### config.mk
export PLATFORM = sky130hd
export DESIGN_NAME = rx_fifo_tmo
export DESIGN_NICKNAME = d
export VERILOG_FILES = /design/src/rtl/rxq_pkg.sv /design/src/rtl/rxq_store.sv /design/src/rtl/rxq_tmo.sv /design/src/rtl/rx_fifo_tmo.sv
export SDC_FILE = /design/constraint.sdc
export NUM_CORES = 1
export LEC_CHECK = 0
export ABC_AREA = 0
export BUFFER_PORTS_ARGS = -buffer_cell sky130_fd_sc_hd__buf_4
export CORE_MARGIN = 5
export CORE_UTILIZATION = 48
export DETAILED_ROUTE_END_ITERATION = 10
export HOLD_SLACK_MARGIN = 0.03
export PLACE_DENSITY = 0.68
export SYNTH_ARGS = -nofsm -noshare
export SYNTH_HDL_FRONTEND = slang
export SYNTH_HIERARCHICAL = 1
export SYNTH_SLANG_ARGS = --single-unit
### constraint.sdc
create_clock -name clk -period 3.3 [get_ports clk]
set_input_delay 0 -clock clk [delete_from_list [all_inputs] [get_ports clk]]
set_output_delay 0 -clock clk [all_outputs]
set_load 0.05 [all_outputs]
### src/rtl/rxq_pkg.sv
package rxq_pkg;
   localparam int unsigned MAX_FRAME_BITS = 12;

   function automatic int unsigned trig_bytes(input logic [1:0] code);
      case (code)
         2'b00:   return 1;
         2'b01:   return 4;
         2'b10:   return 8;
         default: return 14;
      endcase
   endfunction

   function automatic int unsigned frame_bits(input logic [1:0] wlen,
                                              input logic par_en,
                                              input logic stop2);
      return 1 + 5 + int'(wlen) + int'(par_en) + 1 + int'(stop2);
   endfunction
endpackage

### src/rtl/rxq_store.sv
module rxq_store #(
   parameter int W     = 8,
   parameter int DEPTH = 16
) (
   input  logic                         clk,
   input  logic                         rst_n,
   input  logic                         clr,
   input  logic                         push,
   input  logic                         pop,
   input  logic [W-1:0]                 din,
   output logic [W-1:0]                 dout,
   output logic [$clog2(DEPTH+1)-1:0]   count
);
   localparam int AW = $clog2(DEPTH);
   localparam int CW = $clog2(DEPTH+1);

   logic [AW-1:0]      wptr, rptr;
   logic [CW-1:0]      cnt_q;
   logic [DEPTH*W-1:0] flat;

   for (genvar g = 0; g < DEPTH; g++) begin : g_slot
      logic [W-1:0] slot;
      always_ff @(posedge clk) begin
         if (push && wptr == AW'(g)) slot <= din;
      end
      assign flat[g*W +: W] = slot;
   end

   always_ff @(posedge clk or negedge rst_n) begin
      if (!rst_n) begin
         wptr  <= '0;
         rptr  <= '0;
         cnt_q <= '0;
      end else if (clr) begin
         wptr  <= '0;
         rptr  <= '0;
         cnt_q <= '0;
      end else begin
         if (push) wptr <= wptr + 1'b1;
         if (pop)  rptr <= rptr + 1'b1;
         cnt_q <= cnt_q + CW'(push) - CW'(pop);
      end
   end

   assign dout  = flat[rptr*W +: W];
   assign count = cnt_q;
endmodule

### src/rtl/rxq_tmo.sv
module rxq_tmo #(
   parameter int LIM_W = 6
) (
   input  logic             clk,
   input  logic             rst_n,
   input  logic             clr,
   input  logic             kick,
   input  logic             ack,
   input  logic             tick,
   input  logic             nonempty,
   input  logic [LIM_W-1:0] limit,
   output logic             pend
);
   logic             armed;
   logic [LIM_W-1:0] cnt;
   logic             expire;

   assign expire = !kick && armed && tick && (cnt >= limit - 1'b1);

   always_ff @(posedge clk or negedge rst_n) begin
      if (!rst_n) begin
         armed <= 1'b0;
         cnt   <= '0;
         pend  <= 1'b0;
      end else if (clr) begin
         armed <= 1'b0;
         cnt   <= '0;
         pend  <= 1'b0;
      end else begin
         if (kick) begin
            armed <= 1'b1;
            cnt   <= '0;
         end else if (expire) begin
            armed <= 1'b0;
         end else if (armed && tick) begin
            cnt <= cnt + 1'b1;
         end
         if (ack)                  pend <= 1'b0;
         else if (expire && nonempty) pend <= 1'b1;
      end
   end
endmodule

### src/rtl/rx_fifo_tmo.sv
module rx_fifo_tmo #(
   parameter int DATA_W    = 8,
   parameter int DEPTH     = 16,
   parameter int TMO_CHARS = 4
) (
   input  logic                        clk,
   input  logic                        rst_n,
   input  logic                        rx_push,
   input  logic [DATA_W-1:0]           rx_byte,
   input  logic                        rx_brk,
   input  logic                        rbr_rd,
   input  logic                        lsr_rd,
   input  logic                        fcr_we,
   input  logic [7:0]                  fcr_wdata,
   input  logic                        bit_tick,
   input  logic [1:0]                  frm_wlen,
   input  logic                        frm_par_en,
   input  logic                        frm_stop2,
   output logic [DATA_W-1:0]           rbr_data,
   output logic                        st_ready,
   output logic                        st_break,
   output logic                        st_overrun,
   output logic                        fifo_on,
   output logic [$clog2(DEPTH+1)-1:0]  fill_count,
   output logic                        level_hit,
   output logic                        char_timeout,
   output logic                        txq_flush
);
   import rxq_pkg::*;

   localparam int CNT_W = $clog2(DEPTH+1);
   localparam int LIM_W = $clog2(TMO_CHARS*MAX_FRAME_BITS+1);

   if (DEPTH < 16)              begin : g_bad_depth $error("DEPTH must hold the 14-byte trigger"); end
   if ((DEPTH & (DEPTH-1)) != 0) begin : g_bad_pow2  $error("DEPTH must be a power of two"); end
   if (TMO_CHARS < 1)           begin : g_bad_tmo   $error("TMO_CHARS must be at least 1"); end

   logic              en_q;
   logic [1:0]        trig_q;
   logic [DATA_W-1:0] hold_q;
   logic              hold_v;
   logic              brk_q, ovr_q, txf_q;

   logic              inc, flush, empty, full;
   logic              do_pop, do_push, ovr_set, emptied, kick;
   logic [DATA_W-1:0] in_byte, head;
   logic [CNT_W-1:0]  cnt;
   logic [LIM_W-1:0]  limit;

   assign inc     = rx_push | rx_brk;
   assign in_byte = rx_brk ? '0 : rx_byte;
   assign flush   = fcr_we && (fcr_wdata[1] || (fcr_wdata[0] != en_q));
   assign empty   = (cnt == '0);
   assign full    = (cnt == CNT_W'(DEPTH));

   assign do_pop  = !flush && en_q && rbr_rd && !empty;
   assign do_push = !flush && en_q && inc && (!full || do_pop);
   assign ovr_set = !flush && inc &&
                    (en_q ? (full && !do_pop) : (hold_v && !rbr_rd));
   assign emptied = en_q ? (do_pop && cnt == CNT_W'(1) && !do_push)
                         : (!flush && rbr_rd && hold_v && !inc);
   assign kick    = do_push || (do_pop && cnt > CNT_W'(1));
   assign limit   = LIM_W'(TMO_CHARS * frame_bits(frm_wlen, frm_par_en, frm_stop2));

   rxq_store #(.W(DATA_W), .DEPTH(DEPTH)) u_store (
      .clk(clk), .rst_n(rst_n), .clr(flush),
      .push(do_push), .pop(do_pop), .din(in_byte),
      .dout(head), .count(cnt)
   );

   rxq_tmo #(.LIM_W(LIM_W)) u_tmo (
      .clk(clk), .rst_n(rst_n), .clr(flush),
      .kick(kick), .ack(do_pop), .tick(bit_tick),
      .nonempty(!empty), .limit(limit), .pend(char_timeout)
   );

   always_ff @(posedge clk or negedge rst_n) begin
      if (!rst_n) begin
         en_q   <= 1'b0;
         trig_q <= 2'b00;
         hold_q <= '0;
         hold_v <= 1'b0;
         brk_q  <= 1'b0;
         ovr_q  <= 1'b0;
         txf_q  <= 1'b0;
      end else begin
         txf_q <= fcr_we && (fcr_wdata[2] || (fcr_wdata[0] != en_q));
         if (fcr_we) begin
            en_q   <= fcr_wdata[0];
            trig_q <= fcr_wdata[7:6];
         end
         if (flush) begin
            hold_v <= 1'b0;
         end else if (!en_q) begin
            if (inc) begin
               hold_q <= in_byte;
               hold_v <= 1'b1;
            end else if (rbr_rd) begin
               hold_v <= 1'b0;
            end
         end
         if (flush)               brk_q <= 1'b0;
         else if (rx_brk)         brk_q <= 1'b1;
         else if (lsr_rd || emptied) brk_q <= 1'b0;
         if (ovr_set)             ovr_q <= 1'b1;
         else if (lsr_rd)         ovr_q <= 1'b0;
      end
   end

   assign rbr_data   = en_q ? (empty ? '0 : head) : (hold_v ? hold_q : '0);
   assign st_ready   = en_q ? !empty : hold_v;
   assign st_break   = brk_q;
   assign st_overrun = ovr_q;
   assign fifo_on    = en_q;
   assign fill_count = cnt;
   assign level_hit  = en_q ? (32'(cnt) >= trig_bytes(trig_q)) : hold_v;
   assign txq_flush  = txf_q;
endmodule

==> flow_summary.rst <==
.. list-table::
   :header-rows: 1

   * - Metric
     - Value
   * - Total Negative Setup Slacks
     - 0 ns
   * - Run status
     - completed
   * - Fraction of synthesis flops using an asynchronous set or reset pin
     - 0.2195
   * - Ratio of final minimum period to clock period
     - 0.9413
   * - Met2 routed WL
     - 8069 um
   * - Vias after detailed routing
     - 4355
   * - Fin util
     - 0.5795
   * - Final GP Congestion
     - 0.8115
   * - Chip Width
     - 134.3 um
   * - DRT antenna net count
     - 0
   * - Critical path capture point type
     - flip-flop
   * - Post-synth EDFFs
     - 128
   * - Synth Area per Inst
     - 15.58 um2
   * - Endpoint of the worst register-to-register path
     - u_store/count[4]
   * - Total power divided by cell area
     - 653.4 nW/um2
   * - Worst setup path startpoint
     - u_store/count[1]
   * - Leakage power
     - 3.347 nW
   * - Most used DFF post-synth
     - sky130_fd_sc_hd__edfxtp_1
   * - Number of nets at the end of the flow
     - 624
   * - Clock Tree Root
     - sky130_fd_sc_hd__clkbuf_16
   * - Area of the mapped netlist
     - 7417 um2
   * - DRC violation total after the first TritonRoute iteration
     - 410
   * - Portion of the post-synthesis area used by sequential elements
     - 0.6397
   * - Area leader, netlist
     - sky130_fd_sc_hd__edfxtp_1
   * - CTS tree
     - built
   * - Setup Skew
     - 0.01544 ns
   * - Number of warnings issued by yosys
     - 6
   * - Kind of start point of the critical path
     - flip-flop
   * - Netlist cell types
     - 56
   * - Fraction of final layout cells sized beyond drive strength 1
     - 0.2612
   * - Initial antenna violation count
     - 0
   * - IO Pins
     - 48
   * - Wire length the detailed router placed on met1
     - 6963 um
   * - Total routed wirelength
     - 15980 um
   * - Worst-case setup margin in the final layout
     - 0.1937 ns
   * - Detailed-route wire length per cell
     - 20.76 um
   * - Total length of routed met3 wires
     - 649 um
   * - # H-tree levels
     - 4
   * - Largest net degree at the start of global routing
     - 37
   * - Number of global-route vias before repair
     - 4532
   * - Synth Instances
     - 476
   * - Flip-flop and latch count after synthesis
     - 164
   * - Endpoint with the worst hold slack
     - hold_v
   * - Leading post-synthesis cells by cell area
     - sky130_fd_sc_hd__edfxtp_1 (52%), sky130_fd_sc_hd__dfrtp_1 (12%), sky130_fd_sc_hd__mux4_2 (6.1%)
   * - Placeable core region
     - 15200 um2
   * - Die Span Y
     - 134.3 um
   * - Number of core rows
     - 45
   * - Layout-stage area growth over the synthesis result
     - 18.78%
   * - Synth top area share
     - 0.5182
   * - Global-route usage over all layers
     - 0.1888
   * - Endpoints failing setup
     - 0
   * - Worst Reg2Reg Path Length in Cells
     - 13
   * - Area after DPL
     - 8068 um2
   * - Uppermost routed layer
     - met4
   * - # fillers
     - 1190
   * - Worst supply voltage drop on vdd
     - 0.4012 mV
   * - Number of endpoints with negative hold slack in the final report
     - 0
   * - CP Data Arrival Time
     - 3.37 ns
   * - Total clock sinks
     - 164
   * - Final number of max-transition violations
     - 0
   * - Worst max-slew margin expressed relative to the limit
     - 0.1249
   * - RSZ-0062 raised after global routing
     - no
   * - Reg clk slew, reported paths
     - 0.07 ns
   * - Die area
     - 18040 um2
   * - Fmax achieved
     - 321.9 MHz
   * - Overflow after GRT
     - 0
   * - Inserted Clock Buffers
     - 17
   * - Post-Place Setup Slack
     - 0.1420 ns
   * - Number of DRC violations after detailed routing
     - 0
   * - Crit Path Max Fanout
     - 10
   * - Port-buffer cells
     - 44
   * - Final non-filler cell total
     - 770
   * - Initial core utilization
     - 0.4879
   * - Data required time at the worst endpoint
     - 3.57 ns
   * - Clock latency on the worst-skew pair
     - 0.43 ns
   * - Antenna cells
     - 0
   * - Avg Vias per Cell
     - 5.656
   * - Longest Clk Path Bufs
     - 2
   * - Hold path startpoint
     - rx_push
   * - Smallest hold slack
     - 0.05762 ns
   * - # placed instances
     - 721
   * - Worst-case register-to-register setup slack
     - 0.19 ns
   * - Max-cap viol count
     - 0
   * - Shortest clock period the worst path allows after layout
     - 3.106 ns
   * - Hold/Removal Path Class
     - input pin to flip-flop
   * - Critical setup path kind
     - flip-flop to flip-flop
   * - Least-Margin Pin Slew
     - 1.310 ns
   * - Hpwl dp
     - 10480 um
   * - Number of search-and-repair iterations in the first detailed-routing pass
     - 5
   * - First-pass GRT wire length
     - 25210 um
   * - Hold Path Cell Cnt
     - 5
   * - Area of all placed cells without fillers
     - 8810 um2
   * - Total design power
     - 5.757 mW
   * - Critical R2R Launch
     - u_store/count[1]
-- registers in the layout, indices dropped and copies added (netlist names) --
name                 flops
u_store/g_slot.slot    128
hold_q                   8
u_tmo/cnt                6
u_store/count            5
u_store/rptr             4
u_store/wptr             4
trig_q                   2
fifo_on                  1
hold_v                   1
st_break                 1
st_overrun               1
txq_flush                1
u_tmo/armed              1
u_tmo/pend               1
-- cells in the mapped netlist, types with 2 or more instances --
cell                                n
sky130_fd_sc_hd__a21o_1             2
sky130_fd_sc_hd__a21oi_1           12
sky130_fd_sc_hd__a22o_2             8
sky130_fd_sc_hd__a22oi_1           16
sky130_fd_sc_hd__a311oi_1           2
sky130_fd_sc_hd__and2_1             2
sky130_fd_sc_hd__buf_2              2
sky130_fd_sc_hd__buf_6              4
sky130_fd_sc_hd__clkbuf_1           8
sky130_fd_sc_hd__clkdlybuf4s25_2    3
sky130_fd_sc_hd__dfrtp_1           36
sky130_fd_sc_hd__edfxtp_1         128
sky130_fd_sc_hd__fa_1               2
sky130_fd_sc_hd__ha_1              25
sky130_fd_sc_hd__inv_1             27
sky130_fd_sc_hd__mux2_2             9
sky130_fd_sc_hd__mux2i_1            3
sky130_fd_sc_hd__mux4_1            12
sky130_fd_sc_hd__mux4_2            20
sky130_fd_sc_hd__nand2_1           27
sky130_fd_sc_hd__nand2b_1           9
sky130_fd_sc_hd__nand3_1            3
sky130_fd_sc_hd__nand4_1            4
sky130_fd_sc_hd__nor2_1            37
sky130_fd_sc_hd__nor2b_1           14
sky130_fd_sc_hd__nor3_1             7
sky130_fd_sc_hd__o21ai_0            8
sky130_fd_sc_hd__o21ai_2            2
sky130_fd_sc_hd__or3_1              3
sky130_fd_sc_hd__xnor2_1            5
sky130_fd_sc_hd__xor2_1            11
-- layer usage --
| layer | vias up | global-route usage |
|---|---|---|
| met3 | 22 | 0.04389 |
| met5 | - | 0 |
| li1 | 1985 | - |
| met1 | 2239 | 0.2487 |
| met4 | 0 | 0.06561 |
| met2 | 109 | 0.3106 |
-- cell usage in the layout, fill, tap and decap left out, types with 5 or more instances in the layout --
master and instances:
sky130_fd_sc_hd__o21ai_0 8, sky130_fd_sc_hd__clkbuf_16 17, sky130_fd_sc_hd__nor3_1 7, sky130_fd_sc_hd__mux4_1 12, sky130_fd_sc_hd__edfxtp_1 128, sky130_fd_sc_hd__a21oi_1 12
sky130_fd_sc_hd__xor2_1 11, sky130_fd_sc_hd__mux4_2 20, sky130_fd_sc_hd__xnor2_1 5, sky130_fd_sc_hd__conb_1 6, sky130_fd_sc_hd__dfrtp_1 34, sky130_fd_sc_hd__buf_4 72
sky130_fd_sc_hd__nor2_1 37, sky130_fd_sc_hd__inv_1 27, sky130_fd_sc_hd__nor2b_1 14, sky130_fd_sc_hd__dlygate4sd3_1 17, sky130_fd_sc_hd__nand2_1 27, sky130_fd_sc_hd__inv_6 5
sky130_fd_sc_hd__ha_1 25, sky130_fd_sc_hd__mux2_2 9, sky130_fd_sc_hd__nand2b_1 9, sky130_fd_sc_hd__a22o_2 8, sky130_fd_sc_hd__a22oi_1 16
-- report_power, final --
group | switching, mW | internal (mW)
sequential | 0.0720 | 2.33
combinational | 0.849 | 0.609
clock | 0.839 | 1.06
total | 1.76 | 4.00
-- worst max-delay path, stage by stage, from the launching register on --
cell and delay [ns]:
sky130_fd_sc_hd__dfrtp_2 0.40, sky130_fd_sc_hd__or4_4 0.54, sky130_fd_sc_hd__nand2b_4 0.16, sky130_fd_sc_hd__and2_4 0.19, sky130_fd_sc_hd__and3_4 0.21, sky130_fd_sc_hd__ha_1 0.29, sky130_fd_sc_hd__inv_1 0.06, sky130_fd_sc_hd__ha_1 0.16
sky130_fd_sc_hd__inv_1 0.06, sky130_fd_sc_hd__fa_1 0.37, sky130_fd_sc_hd__nor2b_1 0.16, sky130_fd_sc_hd__o21ai_0 0.14, sky130_fd_sc_hd__a21oi_1 0.16, sky130_fd_sc_hd__nor3b_1 0.06
-- worst max-delay path by stage --
stage          slack [ns]               end
5_1_grt              0.01  u_store/count[4]
4_1_cts              0.12  u_store/count[4]
6_report             0.19  u_store/count[4]
3_3_place_gp         0.22  u_store/count[4]
2_1_floorplan        0.01  u_store/count[4]
3_5_place_dp         0.14  u_store/count[4]
-- cell families after synthesis --
family | synth area share
xor gates and xnor gates | 0.01889
other | 0.0005056
muxes | 0.1210
and+or+nand+nor | 0.07962
adders and majority gates | 0.04757
DFF | 0.6397
AOI/OAI and AO/OA | 0.05938
buffers and inverters | 0.03340
-- final cells by class --
cell class	instances	area, um2	area share
clock buffers	17	425.4	0.04829
multi-input cells	270	2447	0.2778
clock inverters	15	142.6	0.01619
well taps	188	235.2	0.02670
inverters	27	101.3	0.01150
repair buffers	89	710.7	0.08067
flip-flops and latches	164	4747	0.5388
-- what timing repair did --
item / 4_1_cts / 5_1_grt
endpoints found under the hold margin: 44 / 0
hold buffers: 17 / 0
buffers inserted: 0 / 0
resized for setup: 0 / 1
setup endpoints to repair: 0 / 1
No activity file was read; power rests on OpenSTA's default activity.
